===== src/rtl/boot_mode_seq_pkg.sv =====
// Shared types for the boot-mode reset sequencer.
package boot_mode_seq_pkg;

    // Phases of a sequence; an exit sequence skips PH_CS_SETUP.
    typedef enum logic [1:0] {
        PH_IDLE     = 2'd0,
        PH_CS_SETUP = 2'd1,
        PH_RST      = 2'd2,
        PH_STARTUP  = 2'd3
    } phase_t;

endpackage


===== src/rtl/ms_prescaler.sv =====
// Millisecond prescaler.
// Produces a combinational tick once every CLKS_PER_MS cycles. The 'clear'
// input restarts the count, so the first tick after a clear comes exactly
// CLKS_PER_MS cycles later.
// Assumes CLKS_PER_MS >= 2.
module ms_prescaler #(
    parameter int CLKS_PER_MS = 50000
) (
    input  logic clk,
    input  logic rst_n,
    input  logic clear,
    output logic tick
);
    localparam int PW = (CLKS_PER_MS > 2) ? $clog2(CLKS_PER_MS) : 1;
    localparam logic [PW-1:0] LAST = PW'(CLKS_PER_MS - 1);

    logic [PW-1:0] presc_q;

    // Count cycles within one millisecond and wrap at LAST.
    always_ff @(posedge clk) begin
        if (!rst_n) begin
            presc_q <= '0;
        end else if (clear || presc_q == LAST) begin
            presc_q <= '0;
        end else begin
            presc_q <= presc_q + 1'b1;
        end
    end

    assign tick = (presc_q == LAST);

    // The count never leaves its range (supports the timing in R2).
    a_r2_presc_in_range: assert property (@(posedge clk) disable iff (!rst_n)
        presc_q <= LAST);

endmodule


===== src/rtl/ms_countdown.sv =====
// Millisecond countdown.
// 'load' arms the timer with load_val ticks. 'expire' is high in the cycle of
// the final tick, so a phase loaded at one edge ends exactly
// load_val*CLKS_PER_MS edges later. Assumes load_val is non-zero.
module ms_countdown #(
    parameter int CNT_W = 8
) (
    input  logic             clk,
    input  logic             rst_n,
    input  logic             load,
    input  logic [CNT_W-1:0] load_val,
    input  logic             tick,
    output logic             expire
);
    logic [CNT_W-1:0] remain_q;
    logic             running_q;

    // Hold the remaining tick count and decrement it on every tick.
    always_ff @(posedge clk) begin
        if (!rst_n) begin
            remain_q  <= '0;
            running_q <= 1'b0;
        end else if (load) begin
            remain_q  <= load_val;
            running_q <= 1'b1;
        end else if (running_q && tick) begin
            remain_q  <= remain_q - 1'b1;
            if (remain_q == CNT_W'(1)) begin
                running_q <= 1'b0;
            end
        end
    end

    assign expire = running_q && tick && (remain_q == CNT_W'(1));

    // An armed timer never counts below one (R3 and R4 phase lengths).
    a_r3_no_underflow: assert property (@(posedge clk) disable iff (!rst_n)
        running_q |-> (remain_q != '0));

endmodule


===== src/rtl/boot_mode_fsm.sv =====
// Sequence controller.
// Accepts a request only while idle, with entry taking priority over exit. It
// steps through the phases when the countdown expires and drives registered,
// glitch-free pin levels. Assumes the countdown's expire pulse is one cycle
// long.
module boot_mode_fsm
    import boot_mode_seq_pkg::*;
#(
    parameter int CNT_W        = 8,
    parameter int CS_SETUP_MS  = 200,
    parameter int RST_PULSE_MS = 100,
    parameter int STARTUP_MS   = 200
) (
    input  logic             clk,
    input  logic             rst_n,
    input  logic             enter_req,
    input  logic             exit_req,
    input  logic             expire,
    output logic             tmr_load,
    output logic [CNT_W-1:0] tmr_len,
    output logic             tgt_rst,
    output logic             tgt_cs_n,
    output logic             busy,
    output logic             bus_req,
    output logic             done
);
    localparam logic [CNT_W-1:0] LEN_CS  = CNT_W'(CS_SETUP_MS);
    localparam logic [CNT_W-1:0] LEN_RST = CNT_W'(RST_PULSE_MS);
    localparam logic [CNT_W-1:0] LEN_SU  = CNT_W'(STARTUP_MS);

    phase_t phase_q, phase_d;
    logic   prog_q, prog_d;
    logic   done_d;
    logic   rst_q, cs_n_q, busy_q, bus_q, done_q;

    // Next-phase selection and timer loading.
    always_comb begin
        phase_d  = phase_q;
        prog_d   = prog_q;
        done_d   = 1'b0;
        tmr_load = 1'b0;
        tmr_len  = LEN_RST;
        unique case (phase_q)
            PH_IDLE: begin
                if (enter_req) begin
                    phase_d  = PH_CS_SETUP;
                    prog_d   = 1'b1;
                    tmr_load = 1'b1;
                    tmr_len  = LEN_CS;
                end else if (exit_req) begin
                    phase_d  = PH_RST;
                    prog_d   = 1'b0;
                    tmr_load = 1'b1;
                    tmr_len  = LEN_RST;
                end
            end
            PH_CS_SETUP: begin
                if (expire) begin
                    phase_d  = PH_RST;
                    tmr_load = 1'b1;
                    tmr_len  = LEN_RST;
                end
            end
            PH_RST: begin
                if (expire) begin
                    phase_d  = PH_STARTUP;
                    tmr_load = 1'b1;
                    tmr_len  = LEN_SU;
                end
            end
            PH_STARTUP: begin
                if (expire) begin
                    phase_d = PH_IDLE;
                    done_d  = 1'b1;
                end
            end
            default: phase_d = PH_IDLE;
        endcase
    end

    // Phase and mode registers, plus pin levels registered from the next phase.
    always_ff @(posedge clk) begin
        if (!rst_n) begin
            phase_q <= PH_IDLE;
            prog_q  <= 1'b0;
            rst_q   <= 1'b0;
            cs_n_q  <= 1'b1;
            busy_q  <= 1'b0;
            bus_q   <= 1'b0;
            done_q  <= 1'b0;
        end else begin
            phase_q <= phase_d;
            prog_q  <= prog_d;
            rst_q   <= (phase_d == PH_RST);
            cs_n_q  <= !(prog_d && phase_d != PH_IDLE);
            busy_q  <= (phase_d != PH_IDLE);
            bus_q   <= (phase_d != PH_IDLE);
            done_q  <= done_d;
        end
    end

    assign tgt_rst  = rst_q;
    assign tgt_cs_n = cs_n_q;
    assign busy     = busy_q;
    assign bus_req  = bus_q;
    assign done     = done_q;

    // the target is never in reset without the bus being held.
    a_r9_rst_under_bus: assert property (@(posedge clk) disable iff (!rst_n)
        tgt_rst |-> bus_req);

    // chip-select is released only as an entry sequence completes.
    a_r4_cs_release_at_end: assert property (@(posedge clk) disable iff (!rst_n)
        $rose(tgt_cs_n) |-> done);

    // done lasts a single cycle.
    a_r6_done_single: assert property (@(posedge clk) disable iff (!rst_n)
        done |=> !done);

    // the mode cannot change while a sequence runs.
    a_r7_mode_locked: assert property (@(posedge clk) disable iff (!rst_n)
        (phase_q != PH_IDLE) |=> $stable(prog_q));

    // an exit sequence never asserts chip-select.
    a_r5_exit_cs_idle: assert property (@(posedge clk) disable iff (!rst_n)
        (busy && !prog_q) |-> tgt_cs_n);

endmodule


===== src/rtl/boot_mode_seq.sv =====
// Boot-mode reset sequencer (top).
// Ties the prescaler, the countdown and the sequence controller together.
// Delay parameters are in milliseconds, CLKS_PER_MS is clock cycles per
// millisecond, and every delay parameter must be at least 1.
module boot_mode_seq #(
    parameter int CLKS_PER_MS  = 50000,
    parameter int CS_SETUP_MS  = 200,
    parameter int RST_PULSE_MS = 100,
    parameter int STARTUP_MS   = 200
) (
    input  logic clk,
    input  logic rst_n,
    input  logic enter_req,
    input  logic exit_req,
    output logic tgt_rst,
    output logic tgt_cs_n,
    output logic bus_req,
    output logic busy,
    output logic done
);
    localparam int MAX_A  = (CS_SETUP_MS > RST_PULSE_MS) ? CS_SETUP_MS : RST_PULSE_MS;
    localparam int MAX_MS = (MAX_A > STARTUP_MS) ? MAX_A : STARTUP_MS;
    localparam int CNT_W  = $clog2(MAX_MS + 1);

    logic             tick;
    logic             expire;
    logic             tmr_load;
    logic [CNT_W-1:0] tmr_len;

    ms_prescaler #(
        .CLKS_PER_MS (CLKS_PER_MS)
    ) u_presc (
        .clk   (clk),
        .rst_n (rst_n),
        .clear (tmr_load),
        .tick  (tick)
    );

    ms_countdown #(
        .CNT_W (CNT_W)
    ) u_cnt (
        .clk      (clk),
        .rst_n    (rst_n),
        .load     (tmr_load),
        .load_val (tmr_len),
        .tick     (tick),
        .expire   (expire)
    );

    boot_mode_fsm #(
        .CNT_W        (CNT_W),
        .CS_SETUP_MS  (CS_SETUP_MS),
        .RST_PULSE_MS (RST_PULSE_MS),
        .STARTUP_MS   (STARTUP_MS)
    ) u_fsm (
        .clk       (clk),
        .rst_n     (rst_n),
        .enter_req (enter_req),
        .exit_req  (exit_req),
        .expire    (expire),
        .tmr_load  (tmr_load),
        .tmr_len   (tmr_len),
        .tgt_rst   (tgt_rst),
        .tgt_cs_n  (tgt_cs_n),
        .busy      (busy),
        .bus_req   (bus_req),
        .done      (done)
    );

    // while reset is held, the next edge leaves the target running and the bus free.
    a_r1_reset_levels: assert property (@(posedge clk)
        !rst_n |=> (!tgt_rst && tgt_cs_n && !busy && !done));

endmodule


===== config.mk =====
export PLATFORM = sky130hd
export DESIGN_NAME = boot_mode_seq
export DESIGN_NICKNAME = d
export VERILOG_FILES = /design/src/rtl/boot_mode_seq_pkg.sv /design/src/rtl/ms_prescaler.sv /design/src/rtl/ms_countdown.sv /design/src/rtl/boot_mode_fsm.sv /design/src/rtl/boot_mode_seq.sv
export SDC_FILE = /design/constraint.sdc
export NUM_CORES = 1
export LEC_CHECK = 0
export BUFFER_PORTS_ARGS = -buffer_cell sky130_fd_sc_hd__buf_2
export CAP_MARGIN = 20
export CORE_UTILIZATION = 59
export DETAILED_ROUTE_END_ITERATION = 7
export PLACE_DENSITY = 0.77
export SLEW_MARGIN = 20
export SYNTH_ARGS = -nofsm -noshare
export SYNTH_HDL_FRONTEND = slang
export SYNTH_SLANG_ARGS = --single-unit

===== constraint.sdc =====
create_clock -name clk -period 3.15 [get_ports clk]
set_clock_uncertainty 0.15 [all_clocks]
set_input_delay 0.4725 -clock clk [delete_from_list [all_inputs] [get_ports clk]]
set_output_delay 0.4725 -clock clk [all_outputs]
set_load 0.02 [all_outputs]

==> flow_metrics.env, run 1 <==
export IMPL_status="finished clean"
export IMPL_grt_pass1_wl_um=5016
export IMPL_arrival_ns=2.51
export IMPL_worstSkewPairLatency_ns=0.32
export IMPL_synth_cells=181
export IMPL_layout_worst_path_cycle_share_pct=77.65
export IMPL_grt_pass1_vias=1155
export IMPL_clock_sinks=32
export IMPL_async_flop_share_pct=0
export IMPL_cts_buffers=5
export IMPL_path_cells="or4b_4, nor4_2, nand2_1, a221o_1, a211o_1"
export IMPL_cts_resized_gates=0
export IMPL_wl_um=3034
export IMPL_crit_type="reg -> reg"
export IMPL_fin_crit_ns=2.446
export IMPL_crit_slowest_cell="or4b_4"
export IMPL_synth_cell_types=43
export IMPL_grt_use_total_pct=23.22
export IMPL_tritoncts="yes"
export IMPL_postRouteAntennaNets=0
export IMPL_place_gp_congestion=0.7699
export IMPL_rsz0062_at_grt="false"
export IMPL_drt_iter0_drc=37
export IMPL_dp_hpwl_um=2222
export IMPL_clock_fmax_mhz=408.8
export IMPL_drive_gt1_share_pct=12.44
export IMPL_clk_pin_slew_ns=0.09
export IMPL_start_util_pct=63.86
export IMPL_required_ns=3.21
export IMPL_synth_seq_area_share_pct=39.41
export IMPL_maxSlewViolCount=0
export IMPL_fin_util_pct=68.73
export IMPL_netlist_area_um2=1625
export IMPL_start_kind="flip-flop"
export IMPL_wl_per_cell_um=13.61
export IMPL_ys_flop_type="dfxtp_1"
export IMPL_post_cts_setup_buffers=0
export IMPL_via_per_inst=5.861
export IMPL_min_path_type="in -> reg"
export IMPL_cp_end_kind="flip-flop"
export IMPL_synthesis_nets=193
export IMPL_drtPass1Iterations=4
export IMPL_relSlewSlack_pct=57.61
export IMPL_core_area_um2=2545
export IMPL_clockRootBuffer="clkbuf_4"
export IMPL_ios=9
export IMPL_critPathBufInv=0
export IMPL_area_growth_pct=7.621
export IMPL_avgSynthCellArea_um2=8.980
export IMPL_grt_start_max_net_pins=17
export IMPL_tns_ns=0
export IMPL_synth_seq_cells=32
export IMPL_vias=1307
export IMPL_hold_viol=0
export IMPL_num_rows=18
export IMPL_worstMarginPinSlew_ns=0.6306
export IMPL_crit_family="simple AND/OR/NAND/NOR gates"
export IMPL_whs_ns=0.2796
export IMPL_ir_drop_mv=0.4357
export IMPL_power_leakage_uw=0.0006542
export IMPL_powerDensity_nw_per_um2=500.1
export IMPL_htree_levels=2
export IMPL_cts_hold_buffers=0
export IMPL_grt_ovfl_total=0
export IMPL_antenna_cells=0
export IMPL_setup_viol=0
export IMPL_cts_buffer_depth=2
export IMPL_antenna_found_initial=0
export IMPL_die_height_um=54.49
export IMPL_drv_cap=0
export IMPL_critPathMaxStageDelay_ns=0.59
export IMPL_die_w_um=54.49
export IMPL_route_detailed_drc=0
export IMPL_synth_edf_count=0
export IMPL_port_buffers=8
export IMPL_nets=205
export IMPL_cp_max_fo=5
export IMPL_synth_warning_count=0
export IMPL_dieArea_um2=2969
[per-stage QoR]
stage / worst slack (ns) / power (µW) / instance area, µm² / std cells
final: 0.7040 / 874.7 / 1749 / 223
after global routing: 0.5524 / 920.8 / 1749 / 223
after CTS: 0.7105 / 880.7 / 1749 / 223
after detailed placement: 0.7148 / 630.1 / 1684 / 216
after global placement: 0.7636 / 626.9 / 1684 / 216
after floorplan: 0.8150 / 589.2 / 1625 / 181
[Yosys cell counts, types with 2 or more instances]
library cell	instances	area share [%]
o21a_1	2	0.92
xor2_1	10	5.4
clkbuf_1	2	0.46
nor3_1	4	1.2
nand4_1	3	1.2
or4b_4	2	1.7
a21oi_1	12	3.7
nand3_1	8	2.5
xnor2_1	6	3.2
o21ai_1	2	0.62
nand2_1	13	3.0
ha_1	8	6.2
and4_1	4	2.2
and3_1	6	2.3
mux2i_1	2	1.2
or3_1	2	0.77
nand4b_1	2	1.1
o22ai_1	2	0.77
dfxtp_1	32	39
nor2b_1	3	1.2
inv_1	7	1.6
a221o_1	2	1.2
nor2_1	26	6.0
nor4_2	2	1.5
[power breakdown]
part           total [µW]  switching (µW)  internal (µW)
clock                 252             126            126
sequential            456            24.7            431
combinational         167            95.5           71.1
[metal layers]
metal	global-route usage (%)	wire length, µm	up-vias
li1	-	-	666
met1	28.52	1429	610
met2	38.82	1479	29
met3	7.778	113	2
met4	5.556	11	0
met5	0	0	-
[worst min-delay path: stages]
cell and delay, ns:
buf_2 0.14, o31ai_4 0.06, a21oi_1 0.04
[cells by family (layout without fill, tap and decap cells)]
| logic type | count (synthesis) | count (layout) | synth area share (%) |
|---|---|---|---|
| XOR/XNOR | 16 | 16 | 8.622 |
| AO/OA/AOI/OAI | 30 | 30 | 13.16 |
| buffers and inverters | 11 | 23 | 3.234 |
| AND/OR/NAND/NOR | 82 | 82 | 28.18 |
| flip-flops | 32 | 32 | 39.41 |
| multiplexers | 2 | 2 | 1.232 |
| adder cells (fa/ha/maj) | 8 | 8 | 6.159 |
[cell usage in the layout, fill, tap and decap left out, drive strengths merged, types with 4 or more instances in the layout]
cell type,netlist,final
nand3,8,8
and3,6,6
clkbuf,2,7
xnor2,6,6
ha,8,8
buf,2,9
nand2,13,13
nor2,26,26
a21oi,12,12
dfxtp,32,32
inv,7,7
xor2,10,10
nor3,4,4
and4,4,4
[final cells by class]
| type | instances | area [µm²] |
|---|---|---|
| timing repair buffer | 9 | 47.55 |
| fill | 194 | 795.8 |
| tap | 30 | 37.54 |
| clock buffer | 7 | 65.06 |
| inverter | 7 | 26.28 |
| sequential | 32 | 640.6 |
| multi-input combinational | 138 | 932.1 |
[sequential cells by signal, summed over array words and instances, names as in the netlist]
| name | flops |
|---|---|
| u_fsm.tgt_cs_n | 1 |
| u_fsm.busy | 1 |
| u_cnt.remain_q | 8 |
| u_fsm.done | 1 |
| u_fsm.tgt_rst | 1 |
| u_presc.presc_q | 16 |
| u_fsm.prog_q | 1 |
| u_cnt.running_q | 1 |
| u_fsm.phase_q | 2 |
[final timing paths]
| path | slack [ns] | startpoint | endpoint | cells past startpoint |
|---|---|---|---|---|
| max | 0.70 | u_presc.presc_q[10]$_SDFF_PP0_ | u_fsm.tgt_cs_n$_SDFF_PN1_ | 5 |
| min | 0.28 | rst_n | u_cnt.remain_q[5]$_SDFFE_PN0P_ | 3 |
| max reg2reg | 0.70 | u_presc.presc_q[10]$_SDFF_PP0_ | u_fsm.tgt_cs_n$_SDFF_PN1_ | 5 |
| min reg2reg | 0.31 | u_presc.presc_q[0]$_SDFF_PP0_ | u_presc.presc_q[0]$_SDFF_PP0_ | 1 |
(Power assumes the default switching activity.)
==> run 2: changes to the inputs <==
CORE_UTILIZATION = 53   (was 59)
PLACE_DENSITY = 0.73   (was 0.77)
clock period = 2.03 ns   (was 3.15 ns; I/O delays follow)
==> flow_metrics.env, run 2 (same netlist as run 1, synthesis figures left out) <==
export IMPL_holdPathEnd="u_cnt.remain_q[7]$_SDFFE_PN0P_"
export IMPL_setup_viol=14
export IMPL_nets=238
export IMPL_vias=1479
export IMPL_grt_use_total_pct=24.89
export IMPL_ir_drop_mv=0.5313
export IMPL_status="complete, but fails checks"
export IMPL_r2r_cells=5
export IMPL_required_ns=2.10
export IMPL_timing_rr_end="u_cnt.remain_q[2]$_SDFFE_PN0P_"
export IMPL_fin_util_pct=73.46
export IMPL_layout_worst_path_cycle_share_pct=111.3
export IMPL_wl_um=3771
export IMPL_grt_ovfl_total=0
export IMPL_clock_fmax_mhz=442.8
export IMPL_grt_pass1_vias=1469
export IMPL_port_buffers=8
export IMPL_die_height_um=57.38
export IMPL_cts_buffer_depth=2
export IMPL_min_path_type="in -> reg"
export IMPL_grt_start_max_net_pins=17
export IMPL_layout_common_cells="buf_4 (31), dfxtp_1 (31), nor2_1 (26)"
export IMPL_ff2ff_setup_slack_ns=-0.23
export IMPL_largest_reg_flops=16
export IMPL_crit_slowest_cell="or4_4"
export IMPL_min_path_cells=3
export IMPL_cts_hold_buffers=0
export IMPL_powerDensity_nw_per_um2=662.8
export IMPL_start_util_pct=57.45
export IMPL_core_area_um2=2829
export IMPL_maxSlewViolCount=0
export IMPL_num_rows=19
export IMPL_grt_pass1_wl_um=6230
export IMPL_htree_levels=2
export IMPL_stdcell_count=255
export IMPL_worstHoldStart="rst_n"
export IMPL_route_detailed_drc=0
export IMPL_antenna_cells=0
export IMPL_worstMarginPinSlew_ns=0.3436
export IMPL_reg2reg_from="u_presc.presc_q[7]$_SDFF_PP0_"
export IMPL_via_per_inst=5.800
export IMPL_hold_viol=0
export IMPL_critPathMaxStageDelay_ns=0.59
export IMPL_rsz0062_at_grt="true"
export IMPL_postRouteAntennaNets=0
export IMPL_clockRootBuffer="clkbuf_4"
export IMPL_placedInstanceArea_um2=1943
export IMPL_start_kind="flip-flop"
export IMPL_place_ws_ns=-0.2216
export IMPL_dp_hpwl_um=2692
export IMPL_top_regs="u_presc.presc_q x16, u_cnt.remain_q x8, u_fsm.phase_q x2"
export IMPL_wl_per_cell_um=14.79
export IMPL_die_w_um=57.38
export IMPL_path_cells="or4b_4, or4_4, o21a_4, o31ai_4, a21oi_1"
export IMPL_power_leakage_uw=0.0008662
export IMPL_relSlewSlack_pct=76.99
export IMPL_place_gp_congestion=0.8596
export IMPL_clk_pin_slew_ns=0.09
export IMPL_dp_cells=248
export IMPL_drv_cap=0
export IMPL_violations="negative setup slack"
export IMPL_timing_final_ws_setup_ns=-0.2285
export IMPL_ios=9
export IMPL_cts_buffers=5
export IMPL_arrival_ns=2.33
export IMPL_worstSkewPairLatency_ns=0.32
export IMPL_cp_end_kind="flip-flop"
export IMPL_finalInstanceArea_um2=2078
export IMPL_cp_max_fo=5
export IMPL_drtPass1Iterations=4
export IMPL_area_growth_pct=27.87
export IMPL_clock_sinks=32
export IMPL_fin_crit_ns=2.259
export IMPL_largest_register="u_presc.presc_q"
export IMPL_drt_iter0_drc=83
export IMPL_dieArea_um2=3292
export IMPL_crit_type="reg -> reg"
export IMPL_drive_gt1_share_pct=30.36
export IMPL_antenna_found_initial=0
export IMPL_tritoncts="yes"
-- run 2: changes by cell type in the layout (fill, tap and decap cells not counted), moves of 2 or more --
cell	delta
nand2_1	-2
nor4_2	-2
a21oi_2	+4
buf_4	+30
nor4_4	+2
a21oi_1	-4
buf_12	+2
clkbuf_8	-2
o21ai_1	-2
-- run 2: worst max-delay path by stage --
stage / startpoint / endpoint / slack [ns] / depth (start not counted)
finish: u_presc.presc_q[7]$_SDFF_PP0_ / u_cnt.remain_q[2]$_SDFFE_PN0P_ / -0.23 / 5
global route: u_presc.presc_q[7]$_SDFF_PP0_ / u_cnt.remain_q[2]$_SDFFE_PN0P_ / -0.28 / 5
CTS: u_presc.presc_q[11]$_SDFF_PP0_ / u_fsm.tgt_cs_n$_SDFF_PN1_ / -0.21 / 5
detailed placement: u_presc.presc_q[11]$_SDFF_PP0_ / u_fsm.tgt_cs_n$_SDFF_PN1_ / -0.22 / 5
global placement: u_presc.presc_q[11]$_SDFF_PP0_ / u_fsm.tgt_cs_n$_SDFF_PN1_ / -0.15 / 5
floorplan: u_presc.presc_q[7]$_SDFF_PP0_ / u_cnt.remain_q[5]$_SDFFE_PN0P_ / -0.25 / 6
-- run 2: area by class of cell --
cell class,instances,area (µm²)
Multi-Input combinational cell,138,1010
Fill cell,223,750.7
Sequential cell,32,641.9
Timing Repair Buffer,42,324.1
Tap cell,31,38.79
Clock buffer,5,37.54
Inverter,7,26.28
-- run 2: stage by stage --
stage                     hold WS, ns  power, µW  TNS [ns]
after floorplan                0.2726      915.1    -2.457
after global placement         0.3505       1020    -1.435
after detailed placement       0.3293       1031    -2.001
after CTS                      0.1215       1341    -2.059
after global routing           0.1559       1447    -3.331
final                          0.1562       1377    -2.576
-- run 2: what timing repair did --
action / 4_1_cts / 5_1_grt
pin swaps: 6 / 5
endpoints found under the hold margin: 0 / 0
resized for setup: 6 / 9
setup buffers: 0 / 2
endpoints found under the setup margin: 14 / 14
-- run 2: power breakdown --
| group | leakage (µW) | internal (µW) | switching [µW] |
|---|---|---|---|
| combinational | 0.000582 | 178 | 198 |
| sequential | 0.000261 | 669 | 29.7 |
| clock | 0.0000230 | 115 | 187 |
| total | 0.000866 | 962 | 415 |
-- run 2: critical path, delay by kind of cell (launching register included) --
kind	cells	cell delay (ns)
compound gates	3	0.52
simple gates	2	1.16
flops	1	0.32
-- run 2: layer usage --
metal	vias to the layer above	global-route usage [%]	share of wire, %
li1	729	-	-
met4	0	12.89	2.8
met1	705	26.42	42
met2	31	45.85	52
met3	14	5.215	3.5
met5	-	0	0
==> run 3: changes to the inputs <==
CORE_MARGIN = 4   (was not set)
CORE_UTILIZATION = 54   (was 53)
PLACE_DENSITY = 0.74   (was 0.73)
SYNTH_HIERARCHICAL = 1   (was not set)
==> flow_metrics.env, run 3 <==
export IMPL_dp_cells=273
export IMPL_synth_seq_cells=32
export IMPL_htree_levels=2
export IMPL_drtPass1Iterations=5
export IMPL_num_rows=20
export IMPL_worstSkewPairLatency_ns=0.35
export IMPL_grt_use_total_pct=25.43
export IMPL_crit_type="reg -> reg"
export IMPL_finalInstanceArea_um2=2461
export IMPL_fin_crit_ns=2.362
export IMPL_cts_hold_buffers=0
export IMPL_start_kind="flip-flop"
export IMPL_maxSlewViolCount=0
export IMPL_port_buffers=8
export IMPL_largest_register="u_presc/presc_q"
export IMPL_wl_um=5226
export IMPL_min_path_type="in -> reg"
export IMPL_antenna_cells=0
export IMPL_pwr_share_seq_pct=37.4
export IMPL_dp_hpwl_um=2939
export IMPL_netlist_area_um2=1767
export IMPL_drv_cap=0
export IMPL_tns_ns=-7.524
export IMPL_dieArea_um2=4251
export IMPL_largest_reg_flops=16
export IMPL_cts_buffer_depth=2
export IMPL_layout_common_cells="buf_4 (44), dfxtp_1 (29), nor2_2 (15)"
export IMPL_setup_viol=30
export IMPL_ff_latch_area_um2=644.4
export IMPL_place_gp_congestion=0.9475
export IMPL_cp_max_fo=4
export IMPL_p_switching_uw=756.8
export IMPL_ir_drop_mv=0.7180
export IMPL_core_area_um2=3103
export IMPL_cp_end_kind="flip-flop"
export IMPL_area_growth_pct=39.31
export IMPL_synth_edf_count=0
export IMPL_rsz0062_at_grt="true"
export IMPL_drt_iter0_drc=158
export IMPL_arrival_ns=2.47
export IMPL_ios=9
export IMPL_drive_gt1_share_pct=47.22
export IMPL_clockRootBuffer="clkbuf_4"
export IMPL_top_regs="u_presc/presc_q x16, u_cnt/remain_q x8, u_fsm/phase_q x2"
export IMPL_clk_pin_slew_ns=0.11
export IMPL_grt_pass1_wl_um=8231
export IMPL_start_util_pct=56.94
export IMPL_fillers=195
export IMPL_synth_cells=194
export IMPL_violations="negative setup slack"
export IMPL_synth_warning_count=6
export IMPL_wl_per_cell_um=17.66
export IMPL_vias=1747
export IMPL_mostFrequentLayoutCell="buf_4"
export IMPL_synth_cell_types=54
export IMPL_ys_flop_type="dfxtp_1"
export IMPL_layout_worst_path_cycle_share_pct=116.4
export IMPL_internal_power_uw=1303
export IMPL_die_w_um=65.20
export IMPL_combPwrFrac_pct=38.1
export IMPL_clkPwrFrac_pct=24.5
export IMPL_placedInstanceArea_um2=2127
export IMPL_via_per_inst=5.902
export IMPL_p_sw_share_pct=36.74
export IMPL_timing_final_ws_setup_ns=-0.3323
export IMPL_synth_common_cells="dfxtp_1 (32), nor2_1 (21), inv_1 (14)"
export IMPL_cts_buffers=5
export IMPL_required_ns=2.14
export IMPL_yosys_cell_count_top_type="dfxtp_1"
export IMPL_clock_sinks=32
export IMPL_tritoncts="yes"
export IMPL_yosys_area_top_type_share_pct=36.26
export IMPL_status="complete, but fails checks"
export IMPL_multiInputGateArea_um2=1189
export IMPL_avgSynthCellArea_um2=9.107
export IMPL_clock_fmax_mhz=423.3
export IMPL_die_height_um=65.20
export IMPL_synth_seq_area_share_pct=36.26
export IMPL_nets=262
export IMPL_whs_ns=0.2033
export IMPL_route_detailed_drc=0
export IMPL_grt_ovfl_total=0
export IMPL_yosys_area_top_type="dfxtp_1"
export IMPL_grt_start_max_net_pins=13
export IMPL_async_flop_share_pct=0
export IMPL_hold_viol=0
export IMPL_powerDensity_nw_per_um2=836.9
export IMPL_synth_area_leaders="dfxtp_1 (36%), xnor2_1 (6.4%), ha_1 (5.0%)"
export IMPL_stdcell_count=296
export IMPL_postRouteAntennaNets=0
export IMPL_power_leakage_uw=0.0009526
export IMPL_antenna_found_initial=0
export IMPL_grt_pass1_vias=1753
run 3: cell count changes in the layout (fill, tap and decap cells not counted), moves of 6 or more:
cell / before / now
and3_1: 6 / 0
nor2_1: 26 / 8
xor2_1: 10 / 2
buf_4: 31 / 44
xnor2_1: 6 / 13
nor2_2: 0 / 15
run 3: cells by family after synthesis:
group	after synthesis	synth area share, %
and+or+nand+nor	77	29.82
AOI/OAI and AO/OA	36	13.74
DFF	32	36.26
buffers and inverters	25	7.365
xor gates and xnor gates	15	7.436
adders and majority gates	7	4.957
other	2	0.4251
run 3: repair_timing:
action	4_1_cts	5_1_grt
gates cloned	1	0
endpoints found under the setup margin	30	31
gates resized for setup	15	20
buffers inserted	12	2
pin swaps	11	3
endpoints found under the hold margin	0	0
run 3: layer usage:
metal	vias to the layer above	share of wire [%]	global-route usage, %	wire, µm
li1	805	-	-	-
met1	826	39	28.75	2059
met2	90	49	43.11	2550
met3	26	8.4	8.205	437
met4	0	3.4	11.92	178
met5	-	0	0	0
run 3: layout make-up:
cell class                      count  share of cell area [%]
Timing Repair Buffer               58                   17.79
Multi-Input combinational cell    140                   48.30
Inverter                           14                   2.237
Clock inverter                      3                   1.729
Tap cell                           44                   2.237
Sequential cell                    32                   26.18
Clock buffer                        5                   1.525
run 3: power by group through the flow:
stage / Clock [µW] / Sequential, µW / Combinational, µW
3_5_place_dp: 0 / 777 / 605
3_3_place_gp: 0 / 770 / 583
6_report: 505 / 771 / 784
4_1_cts: 512 / 763 / 685
2_1_floorplan: 0 / 792 / 392
5_1_grt: 537 / 778 / 842
run 3: worst paths after layout:
kind	from	to	slack (ns)	cells past startpoint
setup reg to reg	u_presc/presc_q[1]$_SDFF_PP0_	u_fsm/tgt_cs_n$_SDFF_PN1_	-0.33	11
hold / removal	rst_n	u_cnt/remain_q[4]$_SDFFE_PN0P_	0.20	3
setup / recovery	u_presc/presc_q[1]$_SDFF_PP0_	u_fsm/tgt_cs_n$_SDFF_PN1_	-0.33	11
hold reg to reg	u_presc/presc_q[0]$_SDFF_PP0_	u_presc/presc_q[0]$_SDFF_PP0_	0.40	2
run 3: critical path: stages, from the launching register on:
cell,delay (ns)
dfxtp_2,0.37
ha_4,0.13
and3_4,0.19
nand4_4,0.09
inv_2,0.08
nand4b_1,0.16
nor4_4,0.21
buf_4,0.17
buf_6,0.10
buf_6,0.11
o221ai_4,0.13
a311o_1,0.37
run 3: through the flow:
stage          setup WS, ns  util (%)  power (µW)
6_report            -0.3323     79.31        2060
5_1_grt             -0.4513     79.31        2157
4_1_cts             -0.2752     76.57        1960
3_5_place_dp        -0.4507     68.55        1382
3_3_place_gp        -0.3449     68.55        1353
2_1_floorplan       -0.5059         -        1184
